<file path="config.mk">
export PLATFORM = sky130hd
export DESIGN_NAME = pg17_fixup_engine
export DESIGN_NICKNAME = d
export VERILOG_FILES = /design/src/rtl/pg17_pkg.sv /design/src/rtl/pg17_bitmap.sv /design/src/rtl/pg17_swap.sv /design/src/rtl/pg17_walker.sv /design/src/rtl/pg17_fixup_engine.sv
export SDC_FILE = /design/constraint.sdc
export NUM_CORES = 1
export LEC_CHECK = 0
export CORE_AREA = 2 2 204 206
export CTS_BUF_LIST = sky130_fd_sc_hd__clkbuf_4
export CTS_CLUSTER_SIZE = 30
export DETAILED_ROUTE_END_ITERATION = 10
export DIE_AREA = 0 0 206 208
export DONT_BUFFER_PORTS = 1
export PLACE_DENSITY = 0.75
export SLEW_MARGIN = 20
export SYNTH_ARGS = -nofsm -noshare
export SYNTH_HDL_FRONTEND = slang
export SYNTH_HIERARCHICAL = 1
export SYNTH_SLANG_ARGS = --single-unit
</file>
<file path="constraint.sdc">
create_clock -name clk -period 7.68 [get_ports clk]
set_input_delay 0.384 -clock clk [delete_from_list [all_inputs] [get_ports clk]]
set_output_delay 0.384 -clock clk [all_outputs]
set_load 0.02 [all_outputs]
</file>
<file path="src/rtl/pg17_pkg.sv">
package pg17_pkg;

  typedef enum logic [1:0] {
    WK_IDLE,
    WK_FETCH,
    WK_SWAP
  } walk_state_t;

  typedef enum logic [1:0] {
    SW_IDLE,
    SW_LOAD,
    SW_MOVE,
    SW_STORE
  } swap_phase_t;

  // Pages covered by a byte size, rounded down and limited to max_pages.
  function automatic int unsigned page_count(input int unsigned nbytes,
                                             input int unsigned page_shift,
                                             input int unsigned max_pages);
    int unsigned n;
    n = nbytes >> page_shift;
    if (n > max_pages) n = max_pages;
    return n;
  endfunction

endpackage

</file>
<file path="src/rtl/pg17_bitmap.sv">
module pg17_bitmap #(
  parameter int MAX_PAGES = 16,
  localparam int IDX_W = $clog2(MAX_PAGES)
) (
  input  logic             clk,
  input  logic             rst_n,
  input  logic             wr_en,
  input  logic [IDX_W-1:0] wr_idx,
  input  logic             wr_bit,
  input  logic             commit,
  input  logic [IDX_W-1:0] rd_idx,
  output logic             rd_bit,
  output logic             present
);

  logic [MAX_PAGES-1:0] cell_q;
  logic                 present_q;

  for (genvar g = 0; g < MAX_PAGES; g++) begin : g_cell
    always_ff @(posedge clk or negedge rst_n) begin
      if (!rst_n) cell_q[g] <= 1'b0;
      else if (wr_en && (wr_idx == IDX_W'(g))) cell_q[g] <= wr_bit;
    end
  end

  always_ff @(posedge clk or negedge rst_n) begin
    if (!rst_n) present_q <= 1'b0;
    else if (commit) present_q <= 1'b1;
  end

  assign rd_bit  = cell_q[rd_idx];
  assign present = present_q;

  // once a save walk completed, the map stays present
  a_r1_present_sticky: assert property (@(posedge clk) disable iff (!rst_n)
    present_q |=> present_q);

endmodule

</file>
<file path="src/rtl/pg17_swap.sv">
module pg17_swap
  import pg17_pkg::*;
#(
  parameter int ADDR_W      = 32,
  parameter int PAGE_SHIFT  = 12,
  parameter int DATA_W      = 64,
  parameter int BLOCK_BYTES = 128,
  localparam int FRAME_W    = ADDR_W - PAGE_SHIFT,
  localparam int BEAT_SH    = $clog2(DATA_W / 8),
  localparam int HALF_BEATS = BLOCK_BYTES / 2 / (DATA_W / 8),
  localparam int BEAT_W     = $clog2(HALF_BEATS),
  localparam int BLK_W      = PAGE_SHIFT - $clog2(BLOCK_BYTES),
  localparam int BLOCKS     = 1 << BLK_W
) (
  input  logic               clk,
  input  logic               rst_n,
  input  logic               start,
  input  logic [FRAME_W-1:0] frame,
  output logic               fin,
  output logic               mem_rd,
  output logic               mem_wr,
  output logic [ADDR_W-1:0]  mem_addr,
  output logic [DATA_W-1:0]  mem_wdata,
  input  logic [DATA_W-1:0]  mem_rdata
);

  swap_phase_t        phase_q;
  logic               sub_q;
  logic [BEAT_W-1:0]  beat_q;
  logic [BLK_W-1:0]   blk_q;
  logic [FRAME_W-1:0] frame_q;
  logic [DATA_W-1:0]  hold_q [HALF_BEATS];

  logic beat_last, blk_last, half_sel, capture;

  assign beat_last = (beat_q == BEAT_W'(HALF_BEATS - 1));
  assign blk_last  = (blk_q == BLK_W'(BLOCKS - 1));

  // Load: read low half into hold regs. Move: read high beat, write it low.
  // Store: write held low beats into the high half.
  assign mem_rd   = ((phase_q == SW_LOAD) || (phase_q == SW_MOVE)) && !sub_q;
  assign mem_wr   = ((phase_q == SW_MOVE) && sub_q) || (phase_q == SW_STORE);
  assign half_sel = ((phase_q == SW_MOVE) && !sub_q) || (phase_q == SW_STORE);
  assign capture  = (phase_q == SW_LOAD) && sub_q;
  assign mem_addr = {frame_q, blk_q, half_sel, beat_q, {BEAT_SH{1'b0}}};
  assign mem_wdata = (phase_q == SW_STORE) ? hold_q[beat_q] : mem_rdata;
  assign fin      = (phase_q == SW_STORE) && beat_last && blk_last;

  always_ff @(posedge clk) begin
    if (capture) hold_q[beat_q] <= mem_rdata;
  end

  always_ff @(posedge clk or negedge rst_n) begin
    if (!rst_n) begin
      phase_q <= SW_IDLE;
      sub_q   <= 1'b0;
      beat_q  <= '0;
      blk_q   <= '0;
      frame_q <= '0;
    end else begin
      unique case (phase_q)
        SW_IDLE: if (start) begin
          phase_q <= SW_LOAD;
          frame_q <= frame;
          sub_q   <= 1'b0;
          beat_q  <= '0;
          blk_q   <= '0;
        end
        SW_LOAD, SW_MOVE: begin
          sub_q <= !sub_q;
          if (sub_q) begin
            if (beat_last) begin
              beat_q  <= '0;
              phase_q <= (phase_q == SW_LOAD) ? SW_MOVE : SW_STORE;
            end else begin
              beat_q <= beat_q + BEAT_W'(1);
            end
          end
        end
        SW_STORE: begin
          if (beat_last) begin
            beat_q <= '0;
            if (blk_last) phase_q <= SW_IDLE;
            else begin
              blk_q   <= blk_q + BLK_W'(1);
              phase_q <= SW_LOAD;
            end
          end else begin
            beat_q <= beat_q + BEAT_W'(1);
          end
        end
        default: phase_q <= SW_IDLE;
      endcase
    end
  end

  // one access per cycle on the memory port
  a_r10_one_access: assert property (@(posedge clk) disable iff (!rst_n)
    !(mem_rd && mem_wr));

  // a new page rewrite only starts when the previous one is over
  a_r4_start_idle: assert property (@(posedge clk) disable iff (!rst_n)
    start |-> (phase_q == SW_IDLE));

  // read data is consumed exactly one cycle after its read
  a_r10_capture_after_read: assert property (@(posedge clk) disable iff (!rst_n)
    mem_rd |=> (capture || mem_wr));

endmodule

</file>
<file path="src/rtl/pg17_walker.sv">
module pg17_walker
  import pg17_pkg::*;
#(
  parameter int MAX_PAGES  = 16,
  parameter int ADDR_W     = 32,
  parameter int PAGE_SHIFT = 12,
  parameter int PARITY_BIT = 17,
  localparam int IDX_W     = $clog2(MAX_PAGES),
  localparam int CNT_W     = IDX_W + 1,
  localparam int FRAME_W   = ADDR_W - PAGE_SHIFT,
  localparam int BYTES_W   = PAGE_SHIFT + CNT_W
) (
  input  logic               clk,
  input  logic               rst_n,
  input  logic               cmd_valid,
  input  logic               cmd_fixup,
  input  logic [BYTES_W-1:0] cmd_bytes,
  output logic               busy,
  output logic               done,
  input  logic               pg_valid,
  input  logic [FRAME_W-1:0] pg_frame,
  output logic               pg_ready,
  output logic               map_wr,
  output logic [IDX_W-1:0]   map_idx,
  output logic               map_bit,
  output logic               map_commit,
  input  logic               map_rd_bit,
  input  logic               map_present,
  output logic               swap_start,
  output logic [FRAME_W-1:0] swap_frame,
  input  logic               swap_fin,
  output logic [MAX_PAGES-1:0] dirty
);

  walk_state_t          state_q;
  logic [IDX_W-1:0]     idx_q;
  logic [CNT_W-1:0]     npages_q;
  logic                 fixup_q;
  logic                 done_q;
  logic [MAX_PAGES-1:0] dirty_q;

  logic [CNT_W-1:0] cmd_pages;
  logic accept, hs, flip, page_end, last_page;

  assign cmd_pages = CNT_W'(page_count(32'(cmd_bytes), PAGE_SHIFT, MAX_PAGES));
  assign accept    = cmd_valid && (state_q == WK_IDLE) && (cmd_pages != '0) &&
                     (!cmd_fixup || map_present);
  assign pg_ready  = (state_q == WK_FETCH);
  assign hs        = pg_valid && pg_ready;
  assign flip      = pg_frame[PARITY_BIT - PAGE_SHIFT] ^ map_rd_bit;
  assign last_page = (CNT_W'({1'b0, idx_q}) + CNT_W'(1)) == npages_q;

  assign swap_start = hs && fixup_q && flip;
  assign swap_frame = pg_frame;
  assign page_end   = (hs && !(fixup_q && flip)) ||
                      ((state_q == WK_SWAP) && swap_fin);

  assign map_wr     = hs && !fixup_q;
  assign map_idx    = idx_q;
  assign map_bit    = pg_frame[PARITY_BIT - PAGE_SHIFT];
  assign map_commit = page_end && last_page && !fixup_q;

  assign busy  = (state_q != WK_IDLE);
  assign done  = done_q;
  assign dirty = dirty_q;

  always_ff @(posedge clk or negedge rst_n) begin
    if (!rst_n) begin
      state_q  <= WK_IDLE;
      idx_q    <= '0;
      npages_q <= '0;
      fixup_q  <= 1'b0;
      done_q   <= 1'b0;
      dirty_q  <= '0;
    end else begin
      done_q <= 1'b0;
      if (state_q == WK_IDLE) begin
        if (accept) begin
          state_q  <= WK_FETCH;
          idx_q    <= '0;
          npages_q <= cmd_pages;
          fixup_q  <= cmd_fixup;
          dirty_q  <= '0;
        end
      end else begin
        if (swap_start) state_q <= WK_SWAP;
        if ((state_q == WK_SWAP) && swap_fin) dirty_q[idx_q] <= 1'b1;
        if (page_end) begin
          if (last_page) begin
            state_q <= WK_IDLE;
            done_q  <= 1'b1;
          end else begin
            state_q <= WK_FETCH;
            idx_q   <= idx_q + IDX_W'(1);
          end
        end
      end
    end
  end

  // addresses are only taken during a walk
  a_r9_ready_in_walk: assert property (@(posedge clk) disable iff (!rst_n)
    pg_ready |-> busy);

  // done lasts a single cycle and is never seen together with busy
  a_r7_done_single: assert property (@(posedge clk) disable iff (!rst_n)
    done |=> !done);
  a_r7_done_not_busy: assert property (@(posedge clk) disable iff (!rst_n)
    done |-> !busy);

  // fixup with no saved map does not start a walk
  a_r6_no_map_ignored: assert property (@(posedge clk) disable iff (!rst_n)
    (cmd_valid && cmd_fixup && !map_present && !busy) |=> !busy);

  // a command during a walk leaves the walk setup untouched
  a_r8_busy_cmd_ignored: assert property (@(posedge clk) disable iff (!rst_n)
    (busy && cmd_valid) |=> ($stable(npages_q) && $stable(fixup_q)));

  // dirty flags do not move during a save walk
  a_r5_save_keeps_dirty: assert property (@(posedge clk) disable iff (!rst_n)
    (busy && !fixup_q) |=> $stable(dirty_q));

endmodule

</file>
<file path="src/rtl/pg17_fixup_engine.sv">
module pg17_fixup_engine #(
  parameter int MAX_PAGES   = 16,
  parameter int ADDR_W      = 32,
  parameter int PAGE_SHIFT  = 12,
  parameter int DATA_W      = 64,
  parameter int BLOCK_BYTES = 128,
  parameter int PARITY_BIT  = 17,
  localparam int IDX_W      = $clog2(MAX_PAGES),
  localparam int CNT_W      = IDX_W + 1,
  localparam int FRAME_W    = ADDR_W - PAGE_SHIFT,
  localparam int BYTES_W    = PAGE_SHIFT + CNT_W
) (
  input  logic                 clk,
  input  logic                 rst_n,
  input  logic                 cmd_valid,
  input  logic                 cmd_fixup,
  input  logic [BYTES_W-1:0]   cmd_bytes,
  output logic                 busy,
  output logic                 done,
  input  logic                 pg_valid,
  input  logic [ADDR_W-1:0]    pg_addr,
  output logic                 pg_ready,
  output logic                 mem_rd,
  output logic                 mem_wr,
  output logic [ADDR_W-1:0]    mem_addr,
  output logic [DATA_W-1:0]    mem_wdata,
  input  logic [DATA_W-1:0]    mem_rdata,
  output logic [MAX_PAGES-1:0] dirty
);

  logic             map_wr, map_bit, map_commit, map_rd_bit, map_present;
  logic [IDX_W-1:0] map_idx;
  logic             swap_start, swap_fin;
  logic [FRAME_W-1:0] swap_frame;

  pg17_bitmap #(.MAX_PAGES(MAX_PAGES)) u_map (
    .clk     (clk),
    .rst_n   (rst_n),
    .wr_en   (map_wr),
    .wr_idx  (map_idx),
    .wr_bit  (map_bit),
    .commit  (map_commit),
    .rd_idx  (map_idx),
    .rd_bit  (map_rd_bit),
    .present (map_present)
  );

  pg17_walker #(
    .MAX_PAGES (MAX_PAGES),
    .ADDR_W    (ADDR_W),
    .PAGE_SHIFT(PAGE_SHIFT),
    .PARITY_BIT(PARITY_BIT)
  ) u_walk (
    .clk        (clk),
    .rst_n      (rst_n),
    .cmd_valid  (cmd_valid),
    .cmd_fixup  (cmd_fixup),
    .cmd_bytes  (cmd_bytes),
    .busy       (busy),
    .done       (done),
    .pg_valid   (pg_valid),
    .pg_frame   (pg_addr[ADDR_W-1:PAGE_SHIFT]),
    .pg_ready   (pg_ready),
    .map_wr     (map_wr),
    .map_idx    (map_idx),
    .map_bit    (map_bit),
    .map_commit (map_commit),
    .map_rd_bit (map_rd_bit),
    .map_present(map_present),
    .swap_start (swap_start),
    .swap_frame (swap_frame),
    .swap_fin   (swap_fin),
    .dirty      (dirty)
  );

  pg17_swap #(
    .ADDR_W     (ADDR_W),
    .PAGE_SHIFT (PAGE_SHIFT),
    .DATA_W     (DATA_W),
    .BLOCK_BYTES(BLOCK_BYTES)
  ) u_swap (
    .clk      (clk),
    .rst_n    (rst_n),
    .start    (swap_start),
    .frame    (swap_frame),
    .fin      (swap_fin),
    .mem_rd   (mem_rd),
    .mem_wr   (mem_wr),
    .mem_addr (mem_addr),
    .mem_wdata(mem_wdata),
    .mem_rdata(mem_rdata)
  );

  // page addresses handed over are page aligned
  a_r9_page_aligned: assert property (@(posedge clk) disable iff (!rst_n)
    (pg_valid && pg_ready) |-> (pg_addr[PAGE_SHIFT-1:0] == '0));

  // no memory traffic outside a walk
  a_r10_quiet_when_idle: assert property (@(posedge clk) disable iff (!rst_n)
    !busy |-> !(mem_rd || mem_wr));

endmodule

</file>
==> impl_metrics.csv, run 1 <==
group,metric,value,unit
grt,grt_pass1_wl,82100,um
finish,area_delta_synth_final,12.8,%
worst_hold_path,min_path_cells,2,
setup_path,startpoint_type,"register",
synth,synth-edff-count,512,
floorplanning,initial_core_util,0.596,
timing,finClkSkew,0.0493,ns
drt,drt_iter0_drc,1310,
finish,nNetsFinal,1863,
power_and_ir_drop,p_leak,9.31,nW
timing,slew-limit-headroom,0.300,
place,place_area,24400,um2
place,dp_hpwl,27300,um
clock_tree,cts_made_buffers,150,
place,gp_congestion,0.773,
drt,drc,0,
drt,ant_nets,0,
setup_path,cp_max_fo,67,
drt,vias_per_cell,6.06,
clock_tree,postCtsSetupRepairBufs,0,
synth,syn_inst,1574,
synth,ys_seq_elements,589,
worst_hold_path,hp-class,"in -> reg",
drt,vias,14300,
clock_tree,clock_path_buffers,3,
timing,final-hold-violation-count,0,
synth,ys_top_cells_by_area,"edfxtp_1, dfrtp_1, mux2i_1",
setup_path,cp.required,7.30,ns
flow_run,drv_cap,0,
power_and_ir_drop,power_density,302,nW/um2
place,portBuffers,0,
timing,drv_slew,0,
clock_tree,clk_pin_slew,0.06,ns
synth,syn_avg_cell_area,15.4,um2
synth,seq_area_frac_synth,0.715,
setup_path,critical_path.cell_chain,"buf_4 > and2_1 > a21oi_1 > a31oi_1",
grt,grt_overflow,0,
drt,first_pass_iters,6,
timing,fmax,205,MHz
timing,tns,0,ns
drt,route.detailed.wl_per_inst,23.0,um
synth,synth_top_area_share,0.636,
floorplanning,io_pins,235,
setup_path,max_stage_delay,0.95,ns
clock_tree,cts_sinks,589,
finish,postLayoutCellArea,27300,um2
timing,rsz0062_at_grt,"false",
finish,fillers,2807,
floorplanning,coreArea,40600,um2
setup_path,cp-end-kind,"output pin",
grt,track_usage,0.256,
grt,antenna_found_initial,4,
clock_tree,cts_resized,0,
drt,drt_wl_total,54300,um
setup_path,worstPathArrival,4.51,ns
setup_path,crit_slowest_cell,"dfrtp_4",
synth,yosys.area.top_type,"edfxtp_1",
timing,fin_crit,4.89,ns
setup_path,worstSetupPathType,"reg -> out",
synth,syn_area,24200,um2
run_status,status,"finished clean",
power_and_ir_drop,vdd_drop_max,224,uV
timing,setup_viol,0,
floorplanning,die_h,208,um
grt,grt_max_degree,78,
synth,yosys_warnings,6,
grt,grt_pass1_vias,14600,
timing,finalCritPeriodShare,0.637,
synth,synthArstFlopShare,0.131,
clock_tree,htree_num_levels,4,
setup_path,rr_worst_depth,9,
clock_tree,clock-root-buffer,"clkbuf_4",
finish,drive_above_1_share,0.197,
clock_tree,cts_tree,"yes",
clock_tree,clkLatencyLatePin,0.93,ns
synth,ys.flop_type,"edfxtp_1",
clock_tree,hold_buffers,101,
timing,tightestPinTransition,1.05,ns
synth,synth.distinct_cells,63,
floorplanning,die_area,42800,um2
floorplanning,die_x,206,um
floorplanning,rows,74,
cell type report:
type | instances | area (um2) | share of cell area
Antenna cell | 4 | 10.0 | 0.000367
Clock buffer | 219 | 1640 | 0.0603
Clock inverter | 28 | 168 | 0.00615
Inverter | 21 | 78.8 | 0.00289
Multi-Input combinational cell | 846 | 6170 | 0.226
Sequential cell | 589 | 17300 | 0.635
Tap cell | 532 | 666 | 0.0244
Timing Repair Buffer | 124 | 1220 | 0.0447
power by group:
part | internal, W | switching, W
Clock | 0.00136 | 0.00117
Combinational | 0.000720 | 0.000956
Sequential | 0.00370 | 0.000316
sequential cells by signal, indices dropped and copies added, names as in the netlist, 2 cells and up:
name,flops
u_swap/hold_q,512
u_swap/frame_q,20
u_map/cell_q,16
u_walk/dirty,16
u_swap/blk_q,5
u_walk/npages_q,5
u_walk/map_idx,4
u_swap/beat_q,3
u_swap/phase_q,2
u_walk/state_q,2
cells by family (layout without fill, tap and decap cells):
family	Yosys count	in the layout	synth area share
AO/OA/AOI/OAI	331	331	0.102
buffers and inverters	141	392	0.0333
flip-flops	589	589	0.715
XOR/XNOR	7	7	0.00254
other	1	7	0.000155
AND/OR/NAND/NOR	319	319	0.0634
multiplexers	173	173	0.0764
adder cells (fa/ha/maj)	13	13	0.00673
layout by cell type, fill, tap and decap left out, types with 23 or more instances in the layout:
cell / netlist / routed
a21oi_1: 54 / 54
a221oi_1: 37 / 37
edfxtp_1: 512 / 512
nand3_1: 25 / 25
a31oi_1: 40 / 40
dlygate4sd3_1: 0 / 99
a22oi_1: 51 / 51
mux2i_1: 128 / 128
nand2_1: 64 / 64
a31o_1: 25 / 25
buf_4: 38 / 23
nor2_1: 120 / 114
clkbuf_4: 0 / 219
mux2_2: 41 / 41
dfrtp_1: 77 / 74
cells in the mapped netlist (all sizes together) (10+ instances only):
cell and number:
nand3 25, and2 10, a22oi 51, a222oi 10, a221oi 37, clkbuf 26
a31o 37, nand2 64, a2bb2oi 18, or2 38, o211ai 17, o21ai 23
nor2 125, buf 94, ha 13, nand3b 16, inv 21, a31oi 40
edfxtp 512, nor3 10, nor2b 13, dfrtp 77, a22o 15, nand2b 10
a21oi 54, mux2 41, mux2i 128
path summary, 6_finish.rpt:
check	start	end	slack, ns
min in group asynchronous	rst_n	u_walk/dirty[7]	0.66
max in group asynchronous	rst_n	u_swap/beat_q[1]	6.68
worst max register to register	u_swap/beat_q[1]	u_walk/dirty[10]	3.78
worst max-delay path	u_swap/beat_q[2]	mem_wdata[2]	2.79
worst min-delay path	pg_addr[21]	u_swap/frame_q[9]	0.18
worst min register to register	u_map/present	u_map/present	0.47
critical path: cells and delay by family (launching register included):
| kind | cells | cell delay, ns |
|---|---|---|
| buf+inv | 1 | 0.90 |
| flops | 1 | 0.95 |
| simple gates | 1 | 0.92 |
| compound gates | 2 | 0.76 |
metal layers:
| metal | routed length (um) | vias to the layer above | global-route usage |
|---|---|---|---|
| met5 | 0 | - | 0 |
| met3 | 4830 | 83 | 0.0752 |
| met4 | 1100 | 0 | 0.0963 |
| li1 | - | 6485 | - |
| met1 | 21500 | 7150 | 0.330 |
| met2 | 26900 | 595 | 0.414 |
per-stage QoR:
stage | utilization | setup WS (ns) | hold WS [ns] | power (W) | cells
6_report | 0.672 | 2.79 | 0.176 | 0.00822 | 2363
5_1_grt | 0.672 | 2.47 | 0.0742 | 0.00863 | 2363
4_1_cts | 0.672 | 2.65 | 0.0371 | 0.00829 | 2359
3_5_place_dp | 0.602 | 3.71 | 0.0900 | 0.00565 | 2011
3_3_place_gp | 0.602 | 3.74 | 0.0901 | 0.00561 | 2011
2_1_floorplan | - | 1.41 | 0.0884 | 0.00528 | 1576
No activity file was read; power rests on OpenSTA's default activity.
==> inputs of run 2 (changes only) <==
--- a/config.mk
+++ b/config.mk
@@ -11,7 +11,7 @@
 export DETAILED_ROUTE_END_ITERATION = 10
 export DIE_AREA = 0 0 206 208
 export DONT_BUFFER_PORTS = 1
-export PLACE_DENSITY = 0.75
+export PLACE_DENSITY = 0.78
 export SLEW_MARGIN = 20
 export SYNTH_ARGS = -nofsm -noshare
 export SYNTH_HDL_FRONTEND = slang
==> constraint.sdc (replaced) <==
create_clock -name clk -period 4.1 [get_ports clk]
set_input_delay 0.205 -clock clk [delete_from_list [all_inputs] [get_ports clk]]
set_output_delay 0.205 -clock clk [all_outputs]
set_load 0.02 [all_outputs]
==> run 2 against run 1 <==
  * Cell area increased by 4.1%
  * Count of clock-buffer cells in the layout down 8
  * Final cell count is 4.4% higher
  * Largest power group unchanged
  * Critical endpoint is now mem_wdata[49]
  * Die area is the same
==> impl_metrics.csv, run 2 (synthesis results as in run 1) <==
group,metric,value,unit
setup_path,cp_max_fo,33,
place,dp_hpwl,28900,um
power_and_ir_drop,p_leak,9.81,nW
setup_path,cp.depth,5,
setup_path,worstPathArrival,3.69,ns
finish,layout_common_cells,"edfxtp_1, clkbuf_4, dlygate4sd3_1",
clock_tree,cts_sinks,589,
timing,fin_ws,0.202,ns
setup_path,timing.rr.end,"u_swap/frame_q[18]",
grt,grt_max_degree,80,
clock_tree,cts_tree,"yes",
drt,drc,0,
drt,drt_iter0_drc,1554,
clock_tree,cts_made_buffers,148,
timing,drv_slew,0,
grt,grt_pass1_vias,15800,
drt,vias_per_cell,6.08,
timing,tightestPinTransition,1.04,ns
floorplanning,die_area,42800,um2
drt,ant_nets,0,
power_and_ir_drop,power_density,565,nW/um2
setup_path,crit_family,"compound AO/OA/AOI/OAI gates",
timing,fmax,257,MHz
timing,final-hold-violation-count,0,
grt,antenna_found_initial,2,
clock_tree,clock-root-buffer,"clkbuf_4",
power_and_ir_drop,fin_total_pwr,0.0160,W
finish,multi_input_comb_area,6190,um2
setup_path,endpoint,"mem_wdata[49]",
floorplanning,initial_core_util,0.596,
place,portBuffers,0,
setup_path,r2r_slack,0.43,ns
clock_tree,htree_num_levels,4,
finish,area_delta_synth_final,17.4,%
timing,setup_viol,0,
finish,final_util,0.700,
finish,largest_register,"u_swap/hold_q",
floorplanning,io_pins,235,
flow_run,drv_cap,0,
setup_path,crit_slowest_cell,"dfrtp_4",
setup_path,cp-startpoint,"u_swap/beat_q[1]",
drt,vias,15000,
grt,grt_overflow,0,
finish,final_common_cell,"edfxtp_1",
setup_path,r2r-start,"u_walk/map_idx[0]",
floorplanning,die_h,208,um
timing,finalCritPeriodShare,0.951,
finish,finalNonFillerCells,2468,
finish,largest_register_ff_count,512,
setup_path,max_stage_delay,0.77,ns
finish,drive_above_1_share,0.200,
power_and_ir_drop,vdd_drop_max,366,uV
setup_path,cp.required,3.89,ns
place,gp_congestion,0.806,
finish,fillers,2564,
drt,route.detailed.wl_per_inst,23.3,um
timing,slew-limit-headroom,0.308,
floorplanning,coreArea,40600,um2
setup_path,critical_path.cell_chain,"buf_4 > nor2_1 > a221o_1 > a222oi_1 > a21oi_1",
clock_tree,clk_pin_slew,0.07,ns
timing,finClkSkew,0.0530,ns
worst_hold_path,hp-class,"in -> reg",
timing,fin_crit,3.90,ns
drt,first_pass_iters,6,
setup_path,cp.buffers_inverters,1,
setup_path,worstSetupPathType,"reg -> out",
drt,drt_wl_total,57600,um
grt,track_usage,0.275,
setup_path,startpoint_type,"register",
setup_path,cp-end-kind,"output pin",
run_status,status,"finished clean",
timing,rsz0062_at_grt,"false",
clock_tree,clock_path_buffers,3,
floorplanning,die_x,206,um
place,place_inst,2036,
floorplanning,rows,74,
grt,grt_pass1_wl,88400,um
clock_tree,clkLatencyLatePin,0.99,ns
finish,nNetsFinal,1961,
finish,reg.largest.list,"u_swap/hold_q x512, u_swap/frame_q x20",
setup_path,rr_worst_depth,9,
finish,seqCellArea,17300,um2
place,place_ws,0.740,ns
## run 2: what timing repair did
item                                    in CTS  in global routing
hold endpoints to repair                   662                  0
endpoints found under the setup margin       0                 22
hold buffers                               176                  0
setup buffers                                0                  0
resized for setup                            0                  3
## run 2: worst min-delay path by stage
stage	startpoint	endpoint	slack (ns)	cells after the start
after floorplan	rst_n	u_map/cell_q[0]	-0.09	0
after global placement	rst_n	u_walk/dirty[3]	-0.09	0
after detailed placement	rst_n	u_walk/dirty[3]	-0.09	0
after CTS	mem_rdata[9]	u_swap/hold_q[0][9]	0.0003	1
after global routing	mem_rdata[9]	u_swap/hold_q[3][9]	0.01	1
final	mem_rdata[9]	u_swap/hold_q[7][9]	0.07	1
## run 2: final cells by class
type | instances | area share
well taps | 532 | 0.0234
diodes | 5 | 0.000441
multi-input cells | 846 | 0.218
clock buffers | 211 | 0.0558
flip-flops and latches | 589 | 0.610
repair buffers | 224 | 0.0792
clock inverters | 40 | 0.0108
inverters | 21 | 0.00278
## run 2: metal layers
metal	wire, um	GRT usage
met5	0	0
met4	1350	0.114
met3	5290	0.0846
met2	29000	0.450
met1	22000	0.340
## run 2: power breakdown
part           switching, W  total [W]  internal (W)
logic               0.00200    0.00359       0.00158
registers          0.000532    0.00746       0.00693
clock network       0.00231    0.00499       0.00268
## run 2: through the flow
step	setup TNS (ns)	cell area, um2	hold WS, ns
floorplan	-192.78	24200	-0.0906
global placement	0	24700	-0.0892
detailed placement	0	24700	-0.0890
CTS	0	28400	0.000273
global route	0	28400	0.0119
finish	0	28400	0.0654
## run 2: worst reg2reg max path, stage by stage (launching register included)
cell and delay (ns):
dfrtp_1 0.58, mux4_1 0.62, mux2i_1 0.18, mux2i_1 0.12
xor2_1 0.33, nand2_1 0.09, nor2_1 0.27, nand2_2 0.37
mux2_2 0.41, dlygate4sd3_1 0.60
